File: config.mk
export PLATFORM = sky130hd
export DESIGN_NAME = sop_out_cell
export DESIGN_NICKNAME = d
export VERILOG_FILES = /design/src/rtl/sop_cell_pkg.sv /design/src/rtl/sop_cell_ctrl.sv /design/src/rtl/sop_cell_dp.sv /design/src/rtl/sop_out_cell.sv
export SDC_FILE = /design/constraint.sdc
export NUM_CORES = 1
export LEC_CHECK = 0
export ABC_AREA = 1
export CAP_MARGIN = 40
export CORE_AREA = 10 10 47 49
export DETAILED_ROUTE_END_ITERATION = 8
export DIE_AREA = 0 0 57 59
export GPL_TIMING_DRIVEN = 0
export HOLD_SLACK_MARGIN = 0.08
export PLACE_DENSITY = 0.57
export SLEW_MARGIN = 20
export SYNTH_ARGS = -nofsm -noshare
export SYNTH_HDL_FRONTEND = slang
export SYNTH_SLANG_ARGS = --single-unit
File: constraint.sdc
create_clock -name clk -period 0.8 [get_ports clk]
set_input_delay 0.08 -clock clk [delete_from_list [all_inputs] [get_ports clk]]
set_output_delay 0.08 -clock clk [all_outputs]
set_load 0.01 [all_outputs]
File: src/rtl/sop_cell_pkg.sv
package sop_cell_pkg;

  typedef struct packed {
    logic regMode;     // pin and feedback come from the flip-flop
    logic invertOut;   // active-low polarity selected
    logic presetLoad;  // synchronous preset requested this cycle
    logic driveEn;     // pin driver enable
  } cellStrobes_t;

endpackage

File: src/rtl/sop_cell_ctrl.sv
module sop_cell_ctrl
  import sop_cell_pkg::*;
(
  input  logic         cfgPolarity,
  input  logic         cfgComb,
  input  logic         spTerm,
  input  logic         oeTerm,
  output cellStrobes_t strobes
);

  always_comb begin
    strobes            = '0;
    strobes.regMode    = ~cfgComb;
    strobes.invertOut  = ~cfgPolarity;
    strobes.presetLoad = spTerm;
    strobes.driveEn    = oeTerm;
  end

endmodule

File: src/rtl/sop_cell_dp.sv
module sop_cell_dp
  import sop_cell_pkg::*;
#(
  parameter int NUM_TERMS = 16
) (
  input  logic                 clk,
  input  logic                 arstTerm,
  input  logic [NUM_TERMS-1:0] prodTerms,
  input  logic                 pinIn,
  input  cellStrobes_t         strobes,
  output logic                 pinOut,
  output logic                 fbTrue,
  output logic                 fbComp
);

  localparam int PAIRS = NUM_TERMS / 2;

  logic [PAIRS-1:0] pairOr;
  logic             sumTerm;
  logic             qReg;
  logic             selVal;

  // First OR level in pairs, then reduce the pair results
  for (genvar p = 0; p < PAIRS; p++) begin : g_pair
    assign pairOr[p] = prodTerms[2*p] | prodTerms[2*p+1];
  end
  assign sumTerm = |pairOr;

  // Clear is asynchronous and outranks the clocked preset
  always_ff @(posedge clk or posedge arstTerm) begin
    if (arstTerm)                qReg <= 1'b0;
    else if (strobes.presetLoad) qReg <= 1'b1;
    else                         qReg <= sumTerm;
  end

  assign selVal = strobes.regMode ? qReg : sumTerm;
  assign pinOut = selVal ^ strobes.invertOut;

  // Registered: feed back the inverted flip-flop output; otherwise the pin
  always_comb begin
    if (strobes.regMode) begin
      fbTrue = ~qReg;
      fbComp = qReg;
    end else begin
      fbTrue = pinIn;
      fbComp = ~pinIn;
    end
  end

endmodule

File: src/rtl/sop_out_cell.sv
module sop_out_cell
  import sop_cell_pkg::*;
#(
  parameter int NUM_TERMS = 16
) (
  input  logic                 clk,
  input  logic                 arstTerm,
  input  logic                 spTerm,
  input  logic                 cfgPolarity,
  input  logic                 cfgComb,
  input  logic [NUM_TERMS-1:0] prodTerms,
  input  logic                 oeTerm,
  input  logic                 pinIn,
  output logic                 pinOut,
  output logic                 pinOe,
  output logic                 fbTrue,
  output logic                 fbComp
);

  cellStrobes_t strobes;

  sop_cell_ctrl u_ctrl (
    .cfgPolarity (cfgPolarity),
    .cfgComb     (cfgComb),
    .spTerm      (spTerm),
    .oeTerm      (oeTerm),
    .strobes     (strobes)
  );

  sop_cell_dp #(.NUM_TERMS(NUM_TERMS)) u_dp (
    .clk       (clk),
    .arstTerm  (arstTerm),
    .prodTerms (prodTerms),
    .pinIn     (pinIn),
    .strobes   (strobes),
    .pinOut    (pinOut),
    .fbTrue    (fbTrue),
    .fbComp    (fbComp)
  );

  assign pinOe = strobes.driveEn;

endmodule

==> results <==
through the flow:
stage,hold slack (ns),setup TNS (ns)
6_report,0.2241,-0.1447
2_1_floorplan,-0.1913,0
3_3_place_gp,0.2268,-2.442
4_1_cts,0.2289,-0.1666
5_1_grt,0.2342,-0.4607
3_5_place_dp,0.2289,-2.489
worst paths after layout:
path                       slack, ns   endpoint         start  cells past startpoint
worst max-delay path           -0.13     pinOut   cfgPolarity                      5
worst min-delay path            0.22  u_dp.qReg      arstTerm                      2
max in group asynchronous       0.48  u_dp.qReg      arstTerm                      2
min in group clk                0.46  u_dp.qReg  prodTerms[0]                      6
power groups by stage:
stage               combinational [mW]  clock, mW  sequential [mW]
finish                           0.148          0           0.0515
global route                     0.164          0           0.0515
CTS                              0.147          0           0.0515
detailed placement               0.170          0           0.0515
global placement                 0.168          0           0.0515
floorplan                       0.0385          0           0.0515
cell families (layout without fill, tap and decap cells):
kind of cell           after synthesis  count (layout)  share of synthesized area, %
AND/OR/NAND/NOR                     22              22                         62.84
AO/OA/AOI/OAI                        1               1                         3.536
buffers and inverters                5              30                         15.93
flip-flops                           1               1                         17.70
routing by layer:
layer | share of wire, % | vias to the layer above | track usage, %
li1 | - | 134 | -
met1 | 29 | 101 | 3.440
met2 | 56 | 13 | 7.287
met3 | 15 | 0 | 1.931
met4 | 0 | 0 | 0
met5 | 0 | - | 0
placed cells by master (no fill, tap or decap), drive strengths merged:
cell type / instances
o21ai: 1
clkdlybuf4s50: 4
or2: 1
dfrtp: 1
inv: 4
nand2: 10
nand3: 1
dlygate4sd2: 2
buf: 20
nor2: 10
repair_timing:
item / CTS / global route
pin swaps: 18 / 7
setup endpoints to repair: 4 / 4
resized for setup: 75 / 3
final cells by class:
type / instances / area, µm² / area share [%]
multi-input cells: 23 / 112.6 / 29.41
repair buffers: 25 / 202.7 / 52.94
inverters: 4 / 15.01 / 3.922
well taps: 16 / 20.02 / 5.229
flip-flops and latches: 1 / 25.02 / 6.536
plain buffers: 1 / 7.507 / 1.961
==> run_results.csv <==
group,metric,value,unit
final_layout,layout.nets,79,
floorplan,core_area,1401,µm²
final_layout,drive_gt1_share,53.70,%
logic_synthesis,syn_avg_cell_area,4.875,µm²
pwr,p_clk_share,0,%
final_layout,fill_cells,171,
place,io_buffers,25,
grt,track_usage,3.672,%
run_status,status,"complete, but fails checks",
routing,wire_per_inst,9.914,µm
logic_synthesis,synth_cells,29,
routing,drcViolationCount,0,
pwr,internal_power,0.1497,mW
critical_path,crit_chain,"clkdlybuf4s50_1, inv_1, nand3_1, nand2_1, buf_2",
final_layout,top_regs,"u_dp.qReg (1)",
logic_synthesis,netlist.area_leader.share,26.55,%
job,maxCapViolCount,0,
floorplan,initial_core_util,10.09,%
pwr,p_switching,0.05025,mW
clocking,postCtsSetupRepairBufs,0,
critical_path,critPathLaunchType,"input pin",
place,dp_cells,70,
logic_synthesis,synth_most_common_cell,"nor2_1",
logic_synthesis,synth_edf_count,0,
critical_path,slowest_delay,0.48,ns
pwr,ir_drop,176.2,µV
pwr,p_leak,0.1940,nW
pwr,p_comb_share,74.2,%
floorplan,ios,27,
logic_synthesis,yosysUniqueCellTypes,9,
logic_synthesis,yosys.area.top_type,"nor2_1",
logic_synthesis,yosysWarnings,0,
critical_path,critPathKind,"in2out",
routing,drtAntennaViolNets,0,
final_layout,stdcell_count,70,
routing,vias_per_cell,3.543,
place,gp_congestion,0.6518,
routing,drtIter0Drc,2,
final_layout,largest_register_ffs,1,
final_layout,syn_to_final_growth,170.8,%
critical_path,path_buf_inv,3,
logic_synthesis,synth.net_count,52,
timing,setup_viol,2,
place,place_ws,-0.8591,ns
logic_synthesis,ys_ff_latch,1,
logic_synthesis,synth_area,141.4,µm²
floorplan,row_count,14,
grt,gr-total-overflow,0,
timing,slew_violations,0,
timing,hold_viol,0,
clocking,path_clk_slew,0,ns
logic_synthesis,synth-seq-area-share,17.70,%
grt,grt_pass1_wl,1090,µm
timing,max_freq,1.080,GHz
timing,period_share,115.7,%
logic_synthesis,synth_ff_type,"dfrtp_1",
pwr,seq_power_share,25.8,%
critical_path,crit_slowest_cell,"clkdlybuf4s50_1",
run_status,violations,"setup timing",
floorplan,die-area,3363,µm²
timing,slew_headroom,91.34,%
routing,num_vias,248,
grt,antenna_found_initial,0,
routing,dr.pass1.iters,2,
floorplan,die_y,59,µm
routing,wl,694,µm
place,dpl_cell_area,411.6,µm²
grt,grt_start_max_net_pins,4,
pwr,p_sw_share,25.13,%
grt,grt_pass1_vias,266,
critical_path,critPathRequiredTime,0.72,ns
pwr,powerDensity,522.4,nW/µm²
timing,rsz0062_at_grt,"yes",
final_layout,regMostFlops,"u_dp.qReg",
final_layout,final_area,382.9,µm²
timing,fin_ws,-0.1258,ns
floorplan,chipWidth,57,µm
timing,min_period,0.9258,ns
timing,worst_pin_slew,0.1294,ns
critical_path,cp_top_family,"buffers and inverters",
critical_path,worst_setup_path_end_kind,"output pin",
logic_synthesis,ys_top_cells_by_count,"nor2_1, nand2_1, inv_1",
critical_path,arrival,0.85,ns
final_layout,insertedDiodeCount,0,
pwr,power,0.2000,mW
worst_hold_path,hold_class,"in2async",
logic_synthesis,async_flop_share,100.0,%
final_layout,utilization,27.32,%
clocking,holdBufCountCts,0,
logic_synthesis,synth_area_leaders,"nor2_1, nand2_1, dfrtp_1",
critical_path,cp_max_fo,2,
Power figures use the tool's default switching activity.
